[config.mk]
export PLATFORM = sky130hd
export DESIGN_NAME = gpio_mask_port
export DESIGN_NICKNAME = d
export VERILOG_FILES = /design/src/rtl/gpio_port_pkg.sv /design/src/rtl/gpio_in_sync.sv /design/src/rtl/gpio_data_latch.sv /design/src/rtl/gpio_cfg_bank.sv /design/src/rtl/gpio_mask_port.sv
export SDC_FILE = /design/constraint.sdc
export NUM_CORES = 1
export LEC_CHECK = 0
export CORE_MARGIN = 2
export CORE_UTILIZATION = 54
export DETAILED_ROUTE_END_ITERATION = 10
export PLACE_DENSITY = 0.86
export SYNTH_ARGS = -nofsm -noshare
export SYNTH_HDL_FRONTEND = slang
export SYNTH_SLANG_ARGS = --single-unit
[constraint.sdc]
create_clock -name clk -period 2.62 [get_ports clk]
set_input_delay 0.524 -clock clk [delete_from_list [all_inputs] [get_ports clk]]
set_output_delay 0.524 -clock clk [all_outputs]
set_load 0.01 [all_outputs]
[src/rtl/gpio_port_pkg.sv]
package gpio_port_pkg;
  localparam int PIN_W   = 8;
  localparam int ADDR_W  = 12;
  localparam int DATA_W  = 32;

  typedef enum logic [2:0] {
    RS_NONE, RS_DIR, RS_DEN, RS_ALT, RS_PUP, RS_PDN, RS_LOCK, RS_COMMIT
  } reg_sel_e;

  // byte offsets of the configuration registers (outside the data window)
  localparam logic [ADDR_W-1:0] OFS_DIR    = 12'h400;
  localparam logic [ADDR_W-1:0] OFS_DEN    = 12'h404;
  localparam logic [ADDR_W-1:0] OFS_ALT    = 12'h408;
  localparam logic [ADDR_W-1:0] OFS_PUP    = 12'h40C;
  localparam logic [ADDR_W-1:0] OFS_PDN    = 12'h410;
  localparam logic [ADDR_W-1:0] OFS_LOCK   = 12'h414;
  localparam logic [ADDR_W-1:0] OFS_COMMIT = 12'h418;

  function automatic logic in_data_window(input logic [ADDR_W-1:0] a);
    return a[ADDR_W-1:ADDR_W-2] == 2'b00;
  endfunction

  function automatic logic [PIN_W-1:0] window_mask(input logic [ADDR_W-1:0] a);
    return a[PIN_W+1:2];
  endfunction

  function automatic reg_sel_e decode_cfg(input logic [ADDR_W-1:0] a);
    case (a)
      OFS_DIR:    return RS_DIR;
      OFS_DEN:    return RS_DEN;
      OFS_ALT:    return RS_ALT;
      OFS_PUP:    return RS_PUP;
      OFS_PDN:    return RS_PDN;
      OFS_LOCK:   return RS_LOCK;
      OFS_COMMIT: return RS_COMMIT;
      default:    return RS_NONE;
    endcase
  endfunction

  // bits selected by mask come from val, the rest from old
  function automatic logic [PIN_W-1:0] merge_bits(input logic [PIN_W-1:0] old,
                                                  input logic [PIN_W-1:0] mask,
                                                  input logic [PIN_W-1:0] val);
    return (old & ~mask) | (val & mask);
  endfunction

  // per-pin view: output latch for outputs, synchronized input otherwise
  function automatic logic [PIN_W-1:0] pin_view(input logic [PIN_W-1:0] dir,
                                                input logic [PIN_W-1:0] latch,
                                                input logic [PIN_W-1:0] sync);
    return (dir & latch) | (~dir & sync);
  endfunction
endpackage

[src/rtl/gpio_in_sync.sv]
module gpio_in_sync #(
  parameter int W = 8
) (
  input  logic         clk,
  input  logic         rst_n,
  input  logic [W-1:0] raw_in,
  output logic [W-1:0] sync_out
);
  for (genvar i = 0; i < W; i++) begin : g_bit
    logic s1, s2;
    always_ff @(posedge clk or negedge rst_n) begin
      if (!rst_n) begin
        s1 <= 1'b0;
        s2 <= 1'b0;
      end else begin
        s1 <= raw_in[i];
        s2 <= s1;
      end
    end
    assign sync_out[i] = s2;
  end
endmodule

[src/rtl/gpio_data_latch.sv]
module gpio_data_latch
  import gpio_port_pkg::*;
(
  input  logic             clk,
  input  logic             rst_n,
  input  logic             data_wr,
  input  logic [PIN_W-1:0] data_mask,
  input  logic [PIN_W-1:0] data_val,
  output logic [PIN_W-1:0] latch_q
);
  always_ff @(posedge clk or negedge rst_n) begin
    if (!rst_n)       latch_q <= '0;
    else if (data_wr) latch_q <= merge_bits(latch_q, data_mask, data_val);
  end

  // unmasked pins keep their latch value across a masked write
  p_unmasked_hold_r1: assert property (@(posedge clk) disable iff (!rst_n)
    data_wr |=> ((latch_q ^ $past(latch_q)) & ~$past(data_mask)) == '0);

  // masked pins take the written value
  p_masked_take_r1: assert property (@(posedge clk) disable iff (!rst_n)
    data_wr |=> ((latch_q ^ $past(data_val)) & $past(data_mask)) == '0);

  // latches move only on data writes
  p_idle_stable_r6: assert property (@(posedge clk) disable iff (!rst_n)
    !data_wr |=> $stable(latch_q));
endmodule

[src/rtl/gpio_cfg_bank.sv]
module gpio_cfg_bank
  import gpio_port_pkg::*;
#(
  parameter logic [PIN_W-1:0]  PROT_PINS = 8'h81,
  parameter logic [DATA_W-1:0] UNLOCK_KEY = 32'h4C0C_6B1D
) (
  input  logic              clk,
  input  logic              rst_n,
  input  logic              cfg_wr,
  input  logic              cfg_rd,
  input  reg_sel_e          cfg_sel,
  input  logic [DATA_W-1:0] cfg_wdata,
  output logic [PIN_W-1:0]  dir_q,
  output logic [PIN_W-1:0]  den_q,
  output logic [PIN_W-1:0]  alt_q,
  output logic [PIN_W-1:0]  pup_q,
  output logic [PIN_W-1:0]  pdn_q,
  output logic [PIN_W-1:0]  commit_q,
  output logic              unlocked_q
);
  logic [PIN_W-1:0] wbits;
  logic [PIN_W-1:0] allow;
  logic             guard_wr;
  logic             lock_rd;
  logic             commit_wr;

  assign wbits     = cfg_wdata[PIN_W-1:0];
  assign allow     = ~PROT_PINS | (unlocked_q ? commit_q : '0);
  assign guard_wr  = cfg_wr && (cfg_sel inside {RS_DEN, RS_ALT, RS_PUP, RS_PDN});
  assign lock_rd   = cfg_rd && (cfg_sel == RS_LOCK);
  assign commit_wr = cfg_wr && (cfg_sel == RS_COMMIT);

  always_ff @(posedge clk or negedge rst_n) begin
    if (!rst_n) begin
      dir_q      <= '0;
      den_q      <= '0;
      alt_q      <= '0;
      pup_q      <= '0;
      pdn_q      <= '0;
      commit_q   <= '0;
      unlocked_q <= 1'b0;
    end else if (cfg_wr) begin
      case (cfg_sel)
        RS_DIR: dir_q <= wbits;
        RS_DEN: den_q <= merge_bits(den_q, allow, wbits);
        RS_ALT: alt_q <= merge_bits(alt_q, allow, wbits);
        RS_PUP: begin
          pup_q <= merge_bits(pup_q, allow, wbits);
          pdn_q <= pdn_q & ~(wbits & allow);
        end
        RS_PDN: begin
          pdn_q <= merge_bits(pdn_q, allow, wbits);
          pup_q <= pup_q & ~(wbits & allow);
        end
        RS_LOCK:   unlocked_q <= (cfg_wdata == UNLOCK_KEY);
        RS_COMMIT: if (unlocked_q) commit_q <= wbits;
        default: ;
      endcase
    end else if (lock_rd) begin
      unlocked_q <= 1'b0;
    end
  end

  // protected bits of guarded registers hold while locked
  p_prot_hold_r10: assert property (@(posedge clk) disable iff (!rst_n)
    (guard_wr && !unlocked_q) |=>
      (((den_q ^ $past(den_q)) | (alt_q ^ $past(alt_q)) |
        (pup_q ^ $past(pup_q)) | (pdn_q ^ $past(pdn_q))) & PROT_PINS) == '0);

  // pull-up and pull-down never both set on a pin
  p_pull_excl_r11: assert property (@(posedge clk) disable iff (!rst_n)
    (pup_q & pdn_q) == '0);

  // a lock read always leaves the port locked
  p_relock_r8: assert property (@(posedge clk) disable iff (!rst_n)
    lock_rd |=> !unlocked_q);

  // commit ignores writes while locked
  p_commit_locked_r9: assert property (@(posedge clk) disable iff (!rst_n)
    (commit_wr && !unlocked_q) |=> $stable(commit_q));
endmodule

[src/rtl/gpio_mask_port.sv]
module gpio_mask_port
  import gpio_port_pkg::*;
#(
  parameter logic [PIN_W-1:0]  PROT_PINS  = 8'h81,
  parameter logic [DATA_W-1:0] UNLOCK_KEY = 32'h4C0C_6B1D
) (
  input  logic              clk,
  input  logic              rst_n,
  input  logic              bus_sel,
  input  logic              bus_we,
  input  logic [ADDR_W-1:0] bus_addr,
  input  logic [DATA_W-1:0] bus_wdata,
  output logic [DATA_W-1:0] bus_rdata,
  output logic              bus_ready,
  output logic [PIN_W-1:0]  pin_out,
  output logic [PIN_W-1:0]  pin_oe,
  input  logic [PIN_W-1:0]  pin_in
);
  localparam int PAD_W = DATA_W - PIN_W;

  logic             hit_data;
  logic             data_wr;
  logic             data_rd;
  logic             cfg_wr;
  logic             cfg_rd;
  reg_sel_e         cfg_sel;
  logic [PIN_W-1:0] mask;
  logic [PIN_W-1:0] latch_q;
  logic [PIN_W-1:0] sync_in;
  logic [PIN_W-1:0] dir_q, den_q, alt_q, pup_q, pdn_q, commit_q;
  logic             unlocked_q;
  logic [PIN_W-1:0] rd_mux;
  logic [DATA_W-1:0] rdata_q;
  logic             ready_q;

  assign hit_data = in_data_window(bus_addr);
  assign mask     = window_mask(bus_addr);
  assign cfg_sel  = hit_data ? RS_NONE : decode_cfg(bus_addr);
  assign data_wr  = bus_sel &&  bus_we && hit_data;
  assign data_rd  = bus_sel && !bus_we && hit_data;
  assign cfg_wr   = bus_sel &&  bus_we && !hit_data;
  assign cfg_rd   = bus_sel && !bus_we && !hit_data;

  gpio_in_sync #(.W(PIN_W)) u_sync (
    .clk(clk), .rst_n(rst_n), .raw_in(pin_in), .sync_out(sync_in)
  );

  gpio_data_latch u_latch (
    .clk(clk), .rst_n(rst_n), .data_wr(data_wr), .data_mask(mask),
    .data_val(bus_wdata[PIN_W-1:0]), .latch_q(latch_q)
  );

  gpio_cfg_bank #(.PROT_PINS(PROT_PINS), .UNLOCK_KEY(UNLOCK_KEY)) u_cfg (
    .clk(clk), .rst_n(rst_n), .cfg_wr(cfg_wr), .cfg_rd(cfg_rd),
    .cfg_sel(cfg_sel), .cfg_wdata(bus_wdata),
    .dir_q(dir_q), .den_q(den_q), .alt_q(alt_q), .pup_q(pup_q),
    .pdn_q(pdn_q), .commit_q(commit_q), .unlocked_q(unlocked_q)
  );

  always_comb begin
    if (hit_data) rd_mux = pin_view(dir_q, latch_q, sync_in) & mask;
    else begin
      case (cfg_sel)
        RS_DIR:    rd_mux = dir_q;
        RS_DEN:    rd_mux = den_q;
        RS_ALT:    rd_mux = alt_q;
        RS_PUP:    rd_mux = pup_q;
        RS_PDN:    rd_mux = pdn_q;
        RS_LOCK:   rd_mux = {{(PIN_W-1){1'b0}}, ~unlocked_q};
        RS_COMMIT: rd_mux = commit_q;
        default:   rd_mux = '0;
      endcase
    end
  end

  always_ff @(posedge clk or negedge rst_n) begin
    if (!rst_n) begin
      rdata_q <= '0;
      ready_q <= 1'b0;
    end else begin
      ready_q <= bus_sel;
      rdata_q <= (bus_sel && !bus_we) ? {{PAD_W{1'b0}}, rd_mux} : '0;
    end
  end

  assign bus_rdata = rdata_q;
  assign bus_ready = ready_q;
  assign pin_out   = latch_q;
  assign pin_oe    = dir_q & den_q;

  // masked read clears unmasked and upper bits
  p_rd_mask_r2: assert property (@(posedge clk) disable iff (!rst_n)
    data_rd |=> ((bus_rdata[PIN_W-1:0] & ~$past(mask)) == '0) &&
                (bus_rdata[DATA_W-1:PIN_W] == '0));

  // one response for each request, one cycle later
  p_ready_follow_r12: assert property (@(posedge clk) disable iff (!rst_n)
    bus_sel |=> bus_ready);
  p_ready_idle_r12: assert property (@(posedge clk) disable iff (!rst_n)
    !bus_sel |=> !bus_ready);

  // an enabled output pin drives only when configured as output
  p_oe_dir_r6: assert property (@(posedge clk) disable iff (!rst_n)
    (pin_oe & ~dir_q) == '0);
endmodule

; ---- Word-level counts from Yosys, hierarchy flattened
; Cells that the tools add are included.
[word_totals]
reg_bits = 82
latch_bits = 0
ramBits = 0
mem_bits_ro = 0
in_bits = 56
output_inout_bits = 49
word_cells = 94
memories = 0
[classes]
addsub = 0
mul = 0
n_div = 0
n_lt_le_gt_ge = 0
eq_ne = 16
n_shift = 0
muxes = 11
bitwise_logic = 24
n_reduce_logical = 17
[op_table]
columns = operator, count
row1 = 8-bit bitwise AND, 13
row2 = "12-bit by 11-bit == test with 1-bit output, second input constant", 7
row3 = 8-bit one-hot mux with 7 select lines, 1
row4 = 8-bit OR, 6
row5 = "32-bit by 31-bit == test with 1-bit output, second input constant", 1
row6 = 8-bit inverter, 4
row7 = 8-bit one-hot mux with 2 select lines, 2
row8 = 8-bit 2-to-1 mux, 3
row9 = 3-bit one-hot mux with 7 select lines, 1
row10 = "3-bit == test, second input constant", 4
row11 = 2-bit AND reduction, 5
row12 = "3-bit by 2-bit == test with 1-bit output, second input constant", 2
row13 = 1-bit logical AND, 6
row14 = 2-bit nonzero test, 2
row15 = "3-bit by 1-bit == test with 1-bit output, second input constant", 1
row16 = 1-bit 2-to-1 mux, 3
row17 = 3-bit 2-to-1 mux, 1
row18 = 3-bit AND reduction, 1
row19 = 1-bit zero test, 2
row20 = 2-bit zero test, 1
row21 = "2-bit by 1-bit != test with 1-bit output, second input constant", 1
row22 = 1-bit inverter, 1

; ---- Longest topological paths before layout
; Gate-level depths: netlist of run 1.
[logic_depth]
ltp_word = 7
depth_mapped = 8
depth_no_buf = 5

; ---- Modules after synthesis
; A second synthesis of run 1 with hierarchy kept.
[hier_totals]
hier_cells = 359
hier_area_um2 = 4235.3
[by_module_without_submodules]
columns = module, instances, cells_each, area_per_inst_um2
row1 = gpio_cfg_bank, 1, 160, 2189.6
row2 = gpio_mask_port, 1, 150, 1223.7
row3 = gpio_in_sync, 1, 24, 460.4
row4 = gpio_data_latch, 1, 25, 361.6

; ---- Least setup slack after synthesis of run 1
; No wires, ideal clock.
[synth_path]
path_type = in2reg
startpoint = input bus_addr[9]
endpoint = register with a tool-made name
setup_ns = 0.128
arrival_time_ns = 2.106
slack_ns = 0.387
path_stages = 6
path_cell_list = nor4b_2 nand2_1 or4_1 buf_2 nor2_1 mux2_1
[synth_lines]
columns = item, line
row1 = "start, declared", gpio_mask_port.sv:11  ; input logic [ADDR_W-1:0] bus_addr,

==> results of run 1 <==
cells by family (layout without fill, tap and decap cells):
kind of cell | Yosys count | count (layout) | synth area share [%]
muxes | 53 | 53 | 13.97
AOI/OAI and AO/OA | 70 | 70 | 10.79
other | 1 | 24 | 0.08833
buffers and inverters | 53 | 174 | 7.044
DFF | 82 | 82 | 48.33
and+or+nand+nor | 138 | 138 | 19.16
xor gates and xnor gates | 3 | 3 | 0.6190
worst max-delay path: stages:
cell             delay (ps)
clkdlybuf4s50_1         490
buf_4                   130
or4b_4                  500
nor4_4                  470
buf_4                   240
a21oi_1                  60
o21ai_0                 200
o21ai_1                 100
power groups by stage:
stage	sequential [mW]	combinational, mW	clock [mW]
detailed placement	1.36	0.437	0
global route	1.34	0.473	1.07
finish	1.34	0.442	1.01
floorplan	1.37	0.165	0
global placement	1.36	0.431	0
CTS	1.34	0.439	1.01
what timing repair did:
action / in CTS / in global routing
gates resized for setup: 0 / 1
hold buffers: 0 / 0
endpoints found under the setup margin: 0 / 3
final timing paths:
kind / start / cells past startpoint / end / slack, ps
max: bus_addr[10] / 8 / flop / 160
max reg2reg: u_cfg.unlocked_q / 3 / flop / 1280
min reg2reg: u_sync.g_bit[6].s1 / 0 / u_sync.g_bit[6].s2 / 360
min in group clk: u_sync.g_bit[6].s1 / 0 / u_sync.g_bit[6].s2 / 360
max in group asynchronous: rst_n / 2 / bus_ready / 1930
min: rst_n / 1 / u_sync.g_bit[5].s1 / 70
cell type report:
type / count / area, µm²
inverter: 3 / 11.26
multi-input combinational: 288 / 1987
clock buffer: 9 / 123.9
timing repair buffer: 155 / 1374
fill: 559 / 1919
tap: 102 / 127.6
clock inverter: 7 / 92.59
sequential: 82 / 2052
metal layers:
metal  vias up  GRT usage (%)
met1      1837          45.00
met4         0          12.25
met3        37          6.347
met5         -              0
met2       232          50.00
li1       1697              -
metrics by stage:
step	power (mW)	setup TNS, ps	setup slack, ps	hold WS, ps
after floorplan	1.537	0	386.7	228.4
after global placement	1.789	-6436	-204.6	333.3
after detailed placement	1.798	-7003	-272.3	335.5
after CTS	2.789	0	105.0	79.01
after global routing	2.883	0	80.99	86.56
final	2.784	0	160.1	65.96
synth_stat cells (2+ instances only):
library cell  number
a221oi_1           3
nor2_1            22
nor3_1             5
mux2_1            14
inv_1              3
mux2i_1            3
nor4_4             2
a21oi_1           13
buf_1              3
a211oi_1           5
mux2_2            36
o21ai_1            8
o211ai_1           2
nand2b_1           2
nand2_1           25
a22o_1             3
nor4bb_1           2
a31oi_1            6
o21ai_0           15
xnor2_1            2
clkbuf_1          15
nor2b_1            3
nand4_1           17
buf_2              6
clkbuf_2           2
or3_1              2
buf_4             24
nand3_1           23
and3_1             4
or2_2              3
nor4_1             4
a2bb2oi_1          2
a32oi_1            4
and2_1            11
dfrtp_1           82
==> results.md, run 1 <==
* Status: completed
* Leak at ~2.6 nW
* Fin util at 75.03%
* Routability cong. at a little under 1
* Die width at between 90 and 100 µm
* Die height at 92.67 µm
* Worst Tran Pin Value at around 550 ps
* # setup viols final at 0
* Maxcap violations at 0
* Placed Area at between 5000 and 6000 µm²
* Power Density at a little under 500 nW/µm²
* Top cells by area, synth: dfrtp_1 48%, mux2_2 9.5%, buf_4 4.2%, mux2_1 3.7%, nand3_1 2.7%
* Post-synthesis sequential area ratio at between 40 and 50%
* Most frequent cells in the layout: 82 x dfrtp_1, 79 x clkdlybuf4s50_1, 75 x buf_4
* Final layout net count at between 500 and 600
* Sequential Power Share at 48.0%
* HPWL after detailed placement at roughly 9.8 mm
* Net switching power at 0.7763 mW
* Seq cells post-synth at 82
* Most common cell after layout, fill and taps aside: dfrtp_1
* Htree depth at 3
* Total gr overflow at 0
* Required @ worst endpoint at approximately 2900 ps
* Via density at 5.887
* Top-area cell type share of the netlist area at 48.33%
* Crit start category: input pin
* Cell count after placement at between 600 and 700
* Mapped cell area at ~4200 µm²
* Setup bufs post-CTS at 0
* Synth cell types at a little under 60
* Slew headroom at 63.21%
* RSZ-0062 raised after global routing: false
* Arr. time, crit path at around 2700 ps
* Core Rows at 32
* Buffers on Ports at 80
* Asr flop ratio synth at 100.0%
* TritonCTS clock tree: yes
* DR iter-0 viols at 382
* Finished Cell Area at approximately 5800 µm²
* DR pass1 iterations at 5
* Post-synth EDFFs at 0
* WL/cell at between 20 and 25 µm
* Syn Inst Count at 400
* Crit end category: flop
* Initial core utilization at 55.22%
* Dominant synthesized flop cell: dfrtp_1
* Antenna cells at 0
* Largest area contributor in the netlist: dfrtp_1
* Reg clk slew, reported paths at ~100 ps
* Met2 wire length at 6.105 mm
* Skew final at between 6 and 7 ps
* Clk buf depth at 2
* Critical path class: input pin to flop
* Crit path max fanout at 5
* I/O pin total at roughly 110
* Cts bufs inserted at 9
* Largest net degree at the start of global routing at between 50 and 60
* Final Cycle Share at 93.89%
* Routed wire length at between 10 and 15 mm
* Combinational group share of total power at 15.9%
* Worst-Skew Late Latency at approximately 370 ps
* Max-slew violations at 0
* Max Clock Freq at 406.5 MHz
* Met1 wire length at between 5 and 6 mm
* DR WL met3 at around 1.2 mm
* Via count at between 3000 and 4000
* Total global-route track usage at roughly 32%
* Internal Pwr Total at 2.008 mW
* Min Tclk post-route at 2460 ps
* Worst Hold Class: input pin to async pin
* Detail Route Antenna Nets at 0
* Top sig layer: met4
* Share of cells above drive strength 1 at 26.29%
* Initial antenna violation count at 0
* Hold Fails Final Rpt at 0
* Detailed-route DRC error count at 0
* Area grow syn2layout at 35.87%
* Clock power frac at 36.2%
* Worst VDD drop at approximately 0.00037 V
* Fin cells at around 650
* Sw frac at 27.88%
* Clock tree root driver cell: clkbuf_8
* First-pass GRT wire length at between 20 and 25 mm
* Sink Count at between 80 and 90
* Avg Synthesized Cell Area at about 11 µm²
* Synth warn at 0
* Core area at just under 8000 µm²
* Die area at between 8000 and 9000 µm²
* Vias in the first global route at roughly 3800
Power figures use the tool's default switching activity.
==> run 2: changes to the inputs <==
Settings changed: CORE_UTILIZATION 54 to 35, PLACE_DENSITY 0.86 to unset.
==> run 2 against run 1 <==
Net effect:
- hold slack better by 130 ps
- cell area is 2.8% higher
- routed wire length is 0.83% higher
- global-route usage is 11 points lower
- sequential share of layout area is 0.98 points lower
- clock power is 15% higher
- register-to-register slack better by 50 ps
- die area is 52% higher
- highest routed layer unchanged
==> results.md, run 2 (synthesized netlist as in run 1, its figures left out) <==
* Buffers on Ports at 80 (unchanged)
* CP max stage delay at 660 ps (was 500 ps)
* Detail Route Antenna Nets at 0 (unchanged)
* DR iter-0 viols at 157 (was 382)
* Final hold slack at 191.9 ps (was 65.96 ps)
* Max Clock Freq at 404.8 MHz (was 406.5 MHz)
* Leak at 2.619 nW (was 2.563 nW)
* R2r endpoint: bus_rdata[2]
* Placed Area at 5659 µm² (was 5545 µm²)
* Area grow syn2layout at 39.73% (was 35.87%)
* Finished Cell Area at 5932 µm² (was 5768 µm²)
* Initial core utilization at 35.64% (was 55.22%)
* Clk buf depth at 2 (unchanged)
* I/O pin total at 105 (unchanged)
* Status: completed (unchanged)
* First-pass GRT wire length at 20.89 mm (was 20.72 mm)
* Setup bufs post-CTS at 0 (unchanged)
* Worst-Skew Late Latency at 340 ps (was 370 ps)
* CTS Hold Buffers Added at 0 (unchanged)
* Final layout net count at 601 (was 595)
* Crit end category: flop (unchanged)
* Via density at 5.232 (was 5.887)
* Antenna cells at 0 (unchanged)
* Fin util at 49.80% (was 75.03%)
* Total power at 2.943 mW (was 2.784 mW)
* Most frequent cells in the layout: 82 x dfrtp_1, 80 x buf_4, 79 x clkdlybuf4s50_1 (was 82 x dfrtp_1, 79 x clkdlybuf4s50_1, 75 x buf_4)
* TritonCTS clock tree: yes (unchanged)
* Slowest stage cell, crit path: or4_1 (was or4b_4)
* Worst path cell trace: clkdlybuf4s50_1, nor4b_2, nand2_1, or4_1, buf_4, mux2_1 (was clkdlybuf4s50_1, buf_4, or4b_4, nor4_4, buf_4, a21oi_1, o21ai_0, o21ai_1)
* Slew headroom at 60.26% (was 63.21%)
* Die area at 13030 µm² (was 8587 µm²)
* RSZ-0062 raised after global routing: false (unchanged)
* Total gr overflow at 0 (unchanged)
* Reg clk slew, reported paths at 60 ps (was 100 ps)
* Routability cong. at 0.9023 (was 0.9794)
* Critical path class: input pin to flop (unchanged)
* Min Tclk post-route at 2470 ps (was 2460 ps)
* Sink Count at 82 (unchanged)
* Worst r2r path cells at 3 (unchanged)
* Total global-route track usage at 21.22% (was 32.17%)
* Flop2flop setup slack at 1330 ps (was 1280 ps)
* Die width at 114.1 µm (was 92.67 µm)
* Die height at 114.1 µm (was 92.67 µm)
* Detailed-route DRC error count at 0 (unchanged)
* Post_cts resized at 0 (unchanged)
* Core area at 11910 µm² (was 7687 µm²)
* Hold Fails Final Rpt at 0 (unchanged)
* Final Cycle Share at 94.28% (was 93.89%)
* Required @ worst endpoint at 2830 ps (was 2870 ps)
* Initial antenna violation count at 0 (unchanged)
* Clock tree root driver cell: clkbuf_16 (was clkbuf_8)
* WL/cell at 18.80 µm (was 20.12 µm)
* HPWL after detailed placement at 10.19 mm (was 9.832 mm)
* Htree depth at 3 (unchanged)
* Critical R2R Launch: u_cfg.alt_q[2] (was u_cfg.unlocked_q)
* Arr. time, crit path at 2680 ps (was 2710 ps)
* Vias in the first global route at 3790 (was 3829)
* Share of cells above drive strength 1 at 26.73% (was 26.29%)
* Routed wire length at 13.11 mm (was 13.00 mm)
* Cts bufs inserted at 9 (unchanged)
* Largest net degree at the start of global routing at 45 (was 53)
* Fillers at 1136 (was 559)
* Crit start category: input pin (unchanged)
* Skew final at 5.564 ps (was 6.968 ps)
* Maxcap violations at 0 (unchanged)
* Setup_tns at 0 ps (unchanged)
* DR pass1 iterations at 5 (unchanged)
* Most common cell after layout, fill and taps aside: dfrtp_1 (unchanged)
* Power Density at 496.1 nW/µm² (was 482.7 nW/µm²)
* # setup viols final at 0 (unchanged)
* Core Rows at 40 (was 32)
* Worst VDD drop at 0.0002303 V (was 0.0003695 V)
* Worst Hold Class: input pin to async pin (unchanged)
* Max-slew violations at 0 (unchanged)
* Crit path max fanout at 4 (was 5)
* Worst Tran Pin Value at 596.1 ps (was 550.8 ps)
* Via count at 3647 (was 3803)
-- run 2: changes by cell type in the layout (fill, tap and decap cells not counted), moves of 2 or more --
cell / before / now
clkinv_2: 0 / 3
buf_4: 75 / 80
clkinvlp_4: 0 / 2
clkbuf_8: 9 / 1
clkbuf_16: 0 / 9
inv_6: 4 / 0
-- run 2: power by group --
group	internal, mW	switching, mW	total, mW
registers	1.31	0.0242	1.34
clock network	0.663	0.500	1.16
logic	0.232	0.211	0.444
total	2.21	0.735	2.94
-- run 2: final cells by class --
type / count / area [µm²] / area share (%)
Sequential cell: 82 / 2052 / 34.59
Multi-Input combinational cell: 288 / 1981 / 33.39
Tap cell: 147 / 183.9 / 3.101
Clock inverter: 5 / 30.03 / 0.5062
Inverter: 3 / 11.26 / 0.1898
Timing Repair Buffer: 161 / 1431 / 24.13
Clock buffer: 11 / 242.7 / 4.092
-- run 2: metrics by stage --
step	worst slack [ps]	cells
after global routing	54.40	697
after CTS	167.5	697
after global placement	-187.8	681
final	149.7	697
after floorplan	386.7	423
after detailed placement	-171.1	681
-- run 2: worst max path at each step --
stage	start	to	slack, ps	depth (start not counted)
CTS	bus_addr[9]	u_cfg.den_q[4]	170	6
detailed placement	bus_addr[9]	u_cfg.den_q[4]	-170	6
finish	bus_addr[9]	u_cfg.den_q[4]	150	6
global route	bus_addr[9]	u_cfg.den_q[4]	50	6
floorplan	bus_addr[9]	flop	390	6
global placement	bus_addr[11]	bus_rdata[2]	-190	8
-- run 2: routing by layer --
layer	track usage [%]	routed length, µm	share of wire, %	vias to the layer above
met5	0	0	0	-
met4	6.911	197	1.5	0
met3	4.235	844	6.4	15
met2	32.30	5810	44	149
met1	30.46	6254	48	1781
li1	-	-	-	1702
-- run 2: worst max-delay path, delay by kind of cell --
| family | cells | cell delay, ps |
|---|---|---|
| simple gates | 3 | 1120 |
| mux | 1 | 310 |
| buf+inv | 2 | 730 |
==> run 3: changes to the inputs <==
Settings changed: GPL_TIMING_DRIVEN set to 0, RECOVER_POWER set to 25.
==> run 3 against run 2 <==
Net effect:
- combinational power down 10%
- clock skew up 1.2 ps
- non-clock buffer count down 35
- die area unchanged
- highest routed layer unchanged
==> results.md, run 3 (synthesized netlist as in run 1, its figures left out) <==
* Worst Hold Class: input pin to async pin (unchanged)
* Die area at 13030 µm² (unchanged)
* Detail Route Antenna Nets at 0 (unchanged)
* Setup_tns at 0 ps (unchanged)
* TritonCTS clock tree: yes (unchanged)
* Hold Fails Final Rpt at 0 (unchanged)
* First-pass GRT wire length at 19.65 mm (was 20.89 mm)
* Worst VDD drop at 0.0002264 V (was 0.0002303 V)
* CTS Hold Buffers Added at 0 (unchanged)
* Crit path max fanout at 8 (was 4)
* Via count at 3621 (was 3647)
* Most frequent cells in the layout: 82 x dfrtp_1, 57 x clkdlybuf4s50_1, 36 x mux2_2 (was 82 x dfrtp_1, 80 x buf_4, 79 x clkdlybuf4s50_1)
* Vias in the first global route at 3622 (was 3790)
* Worst setup startpoint: bus_addr[9] (unchanged)
* Max Clock Freq at 389.8 MHz (was 404.8 MHz)
* R2r endpoint: bus_rdata[0] (was bus_rdata[2])
* DR iter-0 viols at 354 (was 157)
* Final Cycle Share at 97.92% (was 94.28%)
* Min Tclk post-route at 2566 ps (was 2470 ps)
* Htree depth at 3 (unchanged)
* Arr. time, crit path at 2780 ps (was 2680 ps)
* Critical path class: input pin to flop (unchanged)
* Power Density at 546.7 nW/µm² (was 496.1 nW/µm²)
* Most common cell after layout, fill and taps aside: dfrtp_1 (unchanged)
* Status: completed (unchanged)
* HPWL after detailed placement at 8.873 mm (was 10.19 mm)
* Crit start category: input pin (unchanged)
* WL/cell at 18.89 µm (was 18.80 µm)
* Worst Tran Pin Value at 1040 ps (was 596.1 ps)
* Fin cells at 662 (was 697)
* Initial core utilization at 35.64% (unchanged)
* Via density at 5.470 (was 5.232)
* Cts bufs inserted at 9 (unchanged)
* Total gr overflow at 0 (unchanged)
* Area grow syn2layout at 32.89% (was 39.73%)
* Skew final at 6.741 ps (was 5.564 ps)
* Fillers at 1187 (was 1136)
* Final layout net count at 566 (was 601)
* Share of cells above drive strength 1 at 21.94% (was 26.73%)
* Setup crit end: u_cfg.commit_q[7] (was u_cfg.den_q[4])
* Largest net degree at the start of global routing at 64 (was 45)
* Die width at 114.1 µm (unchanged)
* Detailed-route DRC error count at 0 (unchanged)
* Worst r2r path cells at 5 (was 3)
* I/O pin total at 105 (unchanged)
* Sink Count at 82 (unchanged)
* Required @ worst endpoint at 2830 ps (about the same)
* Flop2flop setup slack at 1180 ps (was 1330 ps)
* Max-slew violations at 0 (unchanged)
* Core Rows at 40 (unchanged)
* DR pass1 iterations at 5 (unchanged)
* Routability cong. at 0.8945 (was 0.9023)
* Leak at 2.455 nW (was 2.619 nW)
* Core area at 11910 µm² (unchanged)
* Slew headroom at 30.66% (was 60.26%)
* Crit end category: flop (unchanged)
* Cell count after placement at 640 (was 681)
* Worst-Skew Late Latency at 340 ps (about the same)
* Clock tree root driver cell: clkbuf_16 (unchanged)
* Reg clk slew, reported paths at 60 ps (about the same)
* Buffers on Ports at 69 (was 80)
* Maxcap violations at 0 (unchanged)
* # setup viols final at 0 (unchanged)
* Total global-route track usage at 19.86% (was 21.22%)
* Initial antenna violation count at 0 (unchanged)
* Die height at 114.1 µm (unchanged)
* Antenna cells at 0 (unchanged)
* Routed wire length at 12.50 mm (was 13.11 mm)
* RSZ-0062 raised after global routing: false (unchanged)
* Clk buf depth at 2 (unchanged)
==> run 3: routing by layer <==
metal	up-vias	part of all wire (%)	GRT usage (%)
li1	1644	-	-
met1	1764	44	27.47
met2	189	46	30.91
met3	24	7.3	3.441
met4	0	2.6	8.374
met5	-	0	0
==> run 3: worst min-delay path by stage <==
stage          cells after the start            endpoint  slack [ps]
3_3_place_gp                       0  u_sync.g_bit[6].s2         330
5_1_grt                            0  u_sync.g_bit[5].s2         350
4_1_cts                            1  u_sync.g_bit[5].s1          70
2_1_floorplan                      0           async pin         230
6_report                           1  u_sync.g_bit[5].s1         350
3_5_place_dp                       0  u_sync.g_bit[5].s2         330
==> run 3: what timing repair did <==
action                     4_1_cts  5_1_grt
setup endpoints to repair       44       37
buffers inserted                 3        3
resized for setup                9       12
pin swaps                        2        3
==> run 3: final cells by class <==
| class | instances | area (µm²) | share of cell area, % |
|---|---|---|---|
| Buffer | 50 | 295.3 | 5.234 |
| Clock buffer | 11 | 242.7 | 4.303 |
| Clock inverter | 5 | 77.57 | 1.375 |
| Inverter | 3 | 11.26 | 0.1996 |
| Multi-Input combinational cell | 288 | 2038 | 36.13 |
| Sequential cell | 82 | 2052 | 36.37 |
| Tap cell | 147 | 183.9 | 3.260 |
| Timing Repair Buffer | 76 | 740.7 | 13.13 |
==> run 3: where the power goes <==
group	switching, mW	internal (mW)	total (mW)
sequential	0.0249	1.31	1.34
clock	0.491	0.857	1.35
combinational	0.207	0.191	0.398
==> run 3: critical path, cell delays in order <==
cell	delay (ps)
clkdlybuf4s50_1	520
or4b_4	630
nor2_2	170
and4_4	300
nand4_4	220
mux2_1	400
==> run 3: stage by stage <==
stage / area, µm² / setup WS, ps / power [mW] / hold WS (ps) / util (%)
after floorplan: 4332 / 386.7 / 1.537 / 228.4 / -
after global placement: 5206 / -1903 / 1.749 / 332.7 / 43.71
after detailed placement: 5231 / -585.9 / 1.759 / 334.7 / 43.92
after CTS: 5619 / 9.185 / 3.121 / 69.97 / 47.17
after global routing: 5642 / 0.5904 / 3.212 / 351.9 / 47.36
final: 5642 / 54.38 / 3.084 / 346.0 / 47.36
